--- src/rtl/prn_pkg.sv ---
`timescale 1ns/1ps
package prn_pkg;
    typedef enum logic [1:0] {
        ST_IDLE = 2'd0,
        ST_EMIT = 2'd1,
        ST_HOLD = 2'd2
    } rn_state_e;
endpackage

--- src/rtl/prn_dead_scan.sv ---
`timescale 1ns/1ps
// Marks destinations overwritten by a later slot of the same packet.
module prn_dead_scan #(
    parameter int NSLOT = 4,
    parameter int AW    = 4
) (
    input  logic [NSLOT-1:0][AW-1:0] dst,
    input  logic [NSLOT-1:0]         dst_en,
    input  logic                     elim_off,
    output logic [NSLOT-1:0]         kill
);
    genvar i;
    generate
        for (i = 0; i < NSLOT; i++) begin : g_slot
            logic later_hit;
            always_comb begin
                later_hit = 1'b0;
                for (int j = i + 1; j < NSLOT; j++) begin
                    if (dst_en[j] && (dst[j] == dst[i])) later_hit = 1'b1;
                end
            end
            assign kill[i] = dst_en[i] && later_hit && !elim_off;
        end
    endgenerate
endmodule

--- src/rtl/prn_map_table.sv ---
`timescale 1ns/1ps
// Architectural-to-physical map with one ordered write port per slot.
module prn_map_table #(
    parameter int NSLOT = 4,
    parameter int AREGS = 16,
    parameter int AW    = 4,
    parameter int PW    = 5
) (
    input  logic                     clk,
    input  logic                     rst_n,
    input  logic [NSLOT-1:0]         wr_en,
    input  logic [NSLOT-1:0][AW-1:0] wr_arch,
    input  logic [NSLOT-1:0][PW-1:0] wr_phys,
    output logic [AREGS-1:0][PW-1:0] rd_map
);
    logic [AREGS-1:0][PW-1:0] map_q;

    always_ff @(posedge clk) begin
        if (!rst_n) begin
            for (int a = 0; a < AREGS; a++) map_q[a] <= PW'(a);
        end else begin
            // later slots are written last and win on the same register
            for (int s = 0; s < NSLOT; s++) begin
                if (wr_en[s]) map_q[wr_arch[s]] <= wr_phys[s];
            end
        end
    end

    assign rd_map = map_q;
endmodule

--- src/rtl/prn_slot_chain.sv ---
`timescale 1ns/1ps
// In-order renaming of sources and destinations across the packet.
module prn_slot_chain #(
    parameter int NSLOT = 4,
    parameter int AREGS = 16,
    parameter int AW    = 4,
    parameter int PW    = 5,
    parameter int CW    = 3
) (
    input  logic [AREGS-1:0][PW-1:0] map,
    input  logic [NSLOT-1:0][AW-1:0] src0,
    input  logic [NSLOT-1:0][AW-1:0] src1,
    input  logic [NSLOT-1:0][AW-1:0] dst,
    input  logic [NSLOT-1:0]         dst_en,
    input  logic [NSLOT-1:0]         kill,
    input  logic [NSLOT-1:0][PW-1:0] offer,
    output logic [NSLOT-1:0][PW-1:0] s0_tag,
    output logic [NSLOT-1:0]         s0_fwd,
    output logic [NSLOT-1:0][PW-1:0] s1_tag,
    output logic [NSLOT-1:0]         s1_fwd,
    output logic [NSLOT-1:0][PW-1:0] d_tag,
    output logic [NSLOT-1:0]         d_fwd,
    output logic [NSLOT-1:0]         alloc,
    output logic [CW-1:0]            need
);
    always_comb begin
        logic [PW-1:0] lt [NSLOT];
        logic          lf [NSLOT];
        logic [PW-1:0] t0, t1;
        logic          f0, f1;
        int            cnt;
        cnt = 0;
        for (int k = 0; k < NSLOT; k++) begin
            lt[k] = '0;
            lf[k] = 1'b0;
        end
        alloc = '0;
        for (int i = 0; i < NSLOT; i++) begin
            t0 = map[src0[i]]; f0 = 1'b0;
            t1 = map[src1[i]]; f1 = 1'b0;
            for (int j = 0; j < i; j++) begin
                if (dst_en[j] && (dst[j] == src0[i])) begin t0 = lt[j]; f0 = lf[j]; end
                if (dst_en[j] && (dst[j] == src1[i])) begin t1 = lt[j]; f1 = lf[j]; end
            end
            s0_tag[i] = t0; s0_fwd[i] = f0;
            s1_tag[i] = t1; s1_fwd[i] = f1;
            if (dst_en[i] && kill[i]) begin
                lt[i] = PW'(i);
                lf[i] = 1'b1;
            end else if (dst_en[i]) begin
                lt[i]    = offer[cnt];
                alloc[i] = 1'b1;
                cnt      = cnt + 1;
            end
            d_tag[i] = lt[i];
            d_fwd[i] = lf[i];
        end
        need = CW'(cnt);
    end
endmodule

--- src/rtl/packet_rename.sv ---
`timescale 1ns/1ps
module packet_rename #(
    parameter int NSLOT = 4,
    parameter int AREGS = 16,
    parameter int PREGS = 32,
    localparam int AW   = $clog2(AREGS),
    localparam int PW   = $clog2(PREGS),
    localparam int CW   = $clog2(NSLOT + 1)
) (
    input  logic                clk,
    input  logic                rst_n,
    input  logic                in_valid,
    input  logic                in_replay,
    input  logic [NSLOT*AW-1:0] in_src0,
    input  logic [NSLOT*AW-1:0] in_src1,
    input  logic [NSLOT*AW-1:0] in_dst,
    input  logic [NSLOT-1:0]    in_dst_en,
    output logic                in_ready,
    input  logic [CW-1:0]       fl_avail,
    input  logic [NSLOT*PW-1:0] fl_ids,
    output logic [CW-1:0]       fl_pop,
    output logic                out_valid,
    output logic [NSLOT*PW-1:0] out_src0_tag,
    output logic [NSLOT-1:0]    out_src0_fwd,
    output logic [NSLOT*PW-1:0] out_src1_tag,
    output logic [NSLOT-1:0]    out_src1_fwd,
    output logic [NSLOT*PW-1:0] out_dst_tag,
    output logic [NSLOT-1:0]    out_dst_fwd,
    output logic [NSLOT-1:0]    out_dst_en,
    output logic                out_elim_flag
);
    import prn_pkg::*;

    logic [NSLOT-1:0][AW-1:0] src0_a, src1_a, dst_a;
    logic [NSLOT-1:0][PW-1:0] offer_a;
    logic [AREGS-1:0][PW-1:0] map_now;
    logic [NSLOT-1:0]         kill;
    logic [NSLOT-1:0][PW-1:0] s0_tag, s1_tag, d_tag;
    logic [NSLOT-1:0]         s0_fwd, s1_fwd, d_fwd, alloc;
    logic [CW-1:0]            need;
    logic                     accept;
    rn_state_e                state_q, state_d;

    assign src0_a  = in_src0;
    assign src1_a  = in_src1;
    assign dst_a   = in_dst;
    assign offer_a = fl_ids;

    prn_dead_scan #(.NSLOT(NSLOT), .AW(AW)) u_scan (
        .dst(dst_a), .dst_en(in_dst_en), .elim_off(in_replay), .kill(kill)
    );

    prn_map_table #(.NSLOT(NSLOT), .AREGS(AREGS), .AW(AW), .PW(PW)) u_map (
        .clk(clk), .rst_n(rst_n),
        .wr_en(alloc & {NSLOT{accept}}), .wr_arch(dst_a), .wr_phys(d_tag),
        .rd_map(map_now)
    );

    prn_slot_chain #(.NSLOT(NSLOT), .AREGS(AREGS), .AW(AW), .PW(PW), .CW(CW)) u_chain (
        .map(map_now), .src0(src0_a), .src1(src1_a), .dst(dst_a),
        .dst_en(in_dst_en), .kill(kill), .offer(offer_a),
        .s0_tag(s0_tag), .s0_fwd(s0_fwd), .s1_tag(s1_tag), .s1_fwd(s1_fwd),
        .d_tag(d_tag), .d_fwd(d_fwd), .alloc(alloc), .need(need)
    );

    assign in_ready = (need <= fl_avail);
    assign accept   = in_valid && in_ready;
    assign fl_pop   = accept ? need : '0;

    // next-state decision
    always_comb begin
        state_d = ST_IDLE;
        unique case (state_q)
            ST_IDLE, ST_EMIT, ST_HOLD: begin
                if (accept)        state_d = ST_EMIT;
                else if (in_valid) state_d = ST_HOLD;
                else               state_d = ST_IDLE;
            end
            default: state_d = ST_IDLE;
        endcase
    end

    // state register
    always_ff @(posedge clk) begin
        if (!rst_n) state_q <= ST_IDLE;
        else        state_q <= state_d;
    end

    // outputs from state
    always_comb begin
        out_valid = (state_q == ST_EMIT);
    end

    // renamed packet capture
    always_ff @(posedge clk) begin
        if (!rst_n) begin
            out_src0_tag  <= '0;
            out_src0_fwd  <= '0;
            out_src1_tag  <= '0;
            out_src1_fwd  <= '0;
            out_dst_tag   <= '0;
            out_dst_fwd   <= '0;
            out_dst_en    <= '0;
            out_elim_flag <= 1'b0;
        end else if (accept) begin
            out_src0_tag  <= s0_tag;
            out_src0_fwd  <= s0_fwd;
            out_src1_tag  <= s1_tag;
            out_src1_fwd  <= s1_fwd;
            out_dst_tag   <= d_tag;
            out_dst_fwd   <= d_fwd;
            out_dst_en    <= in_dst_en;
            out_elim_flag <= |kill;
        end
    end
endmodule

--- config.mk ---
export PLATFORM = sky130hd
export DESIGN_NAME = packet_rename
export DESIGN_NICKNAME = d
export VERILOG_FILES = /design/src/rtl/prn_pkg.sv /design/src/rtl/prn_dead_scan.sv /design/src/rtl/prn_map_table.sv /design/src/rtl/prn_slot_chain.sv /design/src/rtl/packet_rename.sv
export SDC_FILE = /design/constraint.sdc
export NUM_CORES = 1
export LEC_CHECK = 0
export BUFFER_PORTS_ARGS = -buffer_cell sky130_fd_sc_hd__buf_2
export CAP_MARGIN = 20
export CELL_PAD_IN_SITES_DETAIL_PLACEMENT = 1
export CELL_PAD_IN_SITES_GLOBAL_PLACEMENT = 2
export CORE_MARGIN = 4
export CORE_UTILIZATION = 38
export DETAILED_ROUTE_END_ITERATION = 6
export HOLD_SLACK_MARGIN = 0.08
export PLACE_DENSITY_LB_ADDON = 0.25
export RECOVER_POWER = 50
export REMOVE_ABC_BUFFERS = 1
export SLEW_MARGIN = 20
export SYNTH_ARGS = -nofsm -noshare
export SYNTH_HDL_FRONTEND = slang
export SYNTH_HIERARCHICAL = 1
export SYNTH_SLANG_ARGS = --single-unit
--- constraint.sdc ---
create_clock -name clk -period 7.4 [get_ports clk]
set_clock_uncertainty 0.2 [all_clocks]
set_input_delay 0.74 -clock clk [delete_from_list [all_inputs] [get_ports clk]]
set_output_delay 0.74 -clock clk [all_outputs]
set_load 0.02 [all_outputs]
==> flow_summary.json <==
{
  "synth_compound_area_frac": 0.1970,
  "fin_crit_sh": 0.8954,
  "p_leak_nw": 6.031,
  "wl_met1_mm": 30.85,
  "period_minus_slack_ns": 6.626,
  "drc": 0,
  "final-hold-violation-count": 0,
  "portBuffers": 160,
  "max-vdd-ir-drop_uv": 149.9,
  "wl_mm": 81.48,
  "max-slew-margin-rel": 0.1688,
  "hold_path.class": "reg2reg",
  "yosysMostFrequentCell": "nand2_1",
  "finalSetupTns_ns": 0,
  "cap_violations": 0,
  "wl_met2_mm": 36.04,
  "grt_pass1_wl_mm": 118.1,
  "ioPinCount": 161,
  "yosys.area_share.simple": 0.1790,
  "insertion_delay_ns": 0.51,
  "worst_hold_slack_ns": 0.2565,
  "yosysUniqueCellTypes": 70,
  "max_slew.worst_pin.slew_ns": 1.247,
  "synthAdderAreaFrac": 0.003035,
  "ys_seq_elements": 159,
  "cts_root_buf": "clkbuf_16",
  "async_flop_share": 0,
  "synth_xor_area_frac": 0.04264,
  "cts_buffers": 17,
  "powerDensity_nw_per_um2": 163.1,
  "synth_largest_area_cell": "mux4_2",
  "dieArea_um2": 46800,
  "netlist_top_cells_area": "mux4_2, dfxtp_1, nand2_1, mux2i_1, o211ai_1",
  "wire_per_inst_um": 33.37,
  "end_kind": "primary output",
  "cts_tree": "done",
  "area_delta_synth_final_pct": 9.127,
  "setup_viol": 0,
  "synth_ff_type": "dfxtp_1",
  "grt_pass1_vias": 17331,
  "clk_pin_slew_ns": 0.06,
  "ant_nets": 0,
  "crit_fanout": 31,
  "ctsResizeCount": 0,
  "hpwl_mm": 54.96,
  "synth_top_family_by_area": "multiplexers",
  "ys_warn_count": 6,
  "cts_hold_buffers": 0,
  "netlist_instances": 1809,
  "antenna_found_initial": 5,
  "viasPerCell": 7.113,
  "netlist_area_um2": 16490,
  "slew_viol_final": 0,
  "status": "complete, no violations",
  "muxShareOfSynthArea": 0.3249,
  "grtUsageTotal": 0.3391,
  "grt_max_degree": 89,
  "synth-seq-area-share": 0.1930,
  "die_h_um": 216.3,
  "startpoint_type": "input pin",
  "wl_met3_mm": 9.670,
  "synth_area_per_cell_um2": 9.117,
  "cts_buffer_depth": 2,
  "drtPass1Iterations": 6,
  "drt-initial-drc-count": 2461,
  "synth-edff-count": 0,
  "fin_nets": 1926,
  "start_util": 0.3837,
  "fp.dieW_um": 216.3,
  "synth_top_area_share": 0.2663,
  "cts_setup_buffers": 0,
  "worstPathArrival_ns": 5.69,
  "rsz0062_at_grt": "no",
  "cts_max_level": 4,
  "critPathRequiredTime_ns": 6.46,
  "synthTopCellsByCount": "nand2_1, mux4_2, dfxtp_1",
  "numClockSinks": 159,
  "highest_layer": "met4",
  "vias": 17371,
  "grt_overflow": 0,
  "drive_gt1_frac": 0.2087,
  "crit_type": "in2out",
  "fmax_mhz": 150.9,
  "core_area_um2": 42980,
  "gp_congestion": 0.9788,
  "row_count": 76
}
worst paths after layout:
path                            slack (ns)  cells after the start        startpoint               end
worst min-delay path                  0.26                      2  out_src1_tag[10]  out_src1_tag[10]
worst max register to register        4.84                      6  u_map/rd_map[45]  out_src1_tag[15]
worst max-delay path                  0.77                     18         in_dst[7]         fl_pop[2]
worst min register to register        0.26                      2  out_src1_tag[10]  out_src1_tag[10]
cell families after synthesis:
kind of cell | Yosys count
buf+inv | 210
mux | 290
simple gates | 601
fa+ha+maj | 4
other cells | 2
flops | 159
compound gates | 467
xor+xnor | 76
critical path: stages:
cell and delay [ns]:
buf_2 0.20, xor2_1 0.20, nor3_1 0.25, nand3_1 0.11
a21oi_1 0.33, nand2b_2 0.20, inv_1 0.15, xnor2_1 0.69
inv_1 0.16, ha_1 0.35, a22o_1 0.21, a221o_1 0.36
ha_1 0.32, a2111o_1 0.43, nand2_4 0.11, buf_4 0.45
and2_1 0.22, buf_2 0.17
sequential cells by signal, summed over array words and instances (netlist names):
register / cells
out_dst_en: 4
out_dst_fwd: 4
out_dst_tag: 20
out_elim_flag: 1
out_src0_fwd: 4
out_src0_tag: 20
out_src1_fwd: 4
out_src1_tag: 20
state_q: 2
u_map/rd_map: 80
metrics by stage:
step | area (µm²) | total power [W] | setup slack, ns | std cells | utilization
final | 18000 | 0.002935 | 0.7742 | 2442 | 0.4187
after CTS | 18110 | 0.002942 | 1.147 | 2439 | 0.4213
after global placement | 17490 | 0.001945 | 1.047 | 2407 | 0.4069
after floorplan | 15570 | 0.001540 | 0.2303 | 1616 | -
after global routing | 18000 | 0.003038 | 0.4419 | 2442 | 0.4187
after detailed placement | 17520 | 0.001971 | 0.8401 | 2409 | 0.4076
report_power, final:
group / total, W / internal (W) / switching (W)
combinational: 0.000949 / 0.000361 / 0.000587
clock: 0.000965 / 0.000529 / 0.000436
sequential: 0.00102 / 0.000916 / 0.000105
layout make-up:
| cell class | count | area [µm²] |
|---|---|---|
| Inverter | 16 | 62.56 |
| Multi-Input combinational cell | 1441 | 12340 |
| Clock buffer | 18 | 429.2 |
| Fill cell | 5079 | 24980 |
| Antenna cell | 3 | 7.507 |
| Sequential cell | 159 | 3183 |
| Tap cell | 585 | 732.0 |
| Timing Repair Buffer | 208 | 1082 |
| Clock inverter | 12 | 161.4 |
per-layer routing:
metal,GRT usage,vias to the layer above
met2,0.5202,1299
met4,0.1835,0
met1,0.4287,8633
met3,0.1046,318
met5,0,-
li1,-,7121
layout by cell type, fill, tap and decap left out, types with 12 or more instances in the layout:
| cell | Yosys | routed |
|---|---|---|
| a211oi_1 | 30 | 30 |
| a21boi_0 | 49 | 49 |
| a22oi_1 | 23 | 23 |
| a31oi_1 | 80 | 79 |
| and2_1 | 31 | 30 |
| and3_1 | 56 | 56 |
| buf_2 | 35 | 79 |
| buf_4 | 6 | 46 |
| clkbuf_1 | 124 | 81 |
| clkbuf_16 | 0 | 17 |
| dfxtp_1 | 159 | 159 |
| inv_1 | 14 | 14 |
| mux2_2 | 12 | 12 |
| mux2i_1 | 83 | 83 |
| mux4_2 | 195 | 195 |
| nand2_1 | 282 | 282 |
| nand3_1 | 33 | 33 |
| nor2_1 | 51 | 50 |
| nor2b_1 | 14 | 12 |
| nor3_1 | 21 | 21 |
| o211ai_1 | 86 | 86 |
| o21ai_0 | 65 | 65 |
| o22ai_1 | 49 | 49 |
| o311ai_0 | 29 | 29 |
| or3_1 | 53 | 53 |
| xnor2_1 | 22 | 23 |
| xor2_1 | 52 | 52 |
No activity file was read; power rests on OpenSTA's default activity.
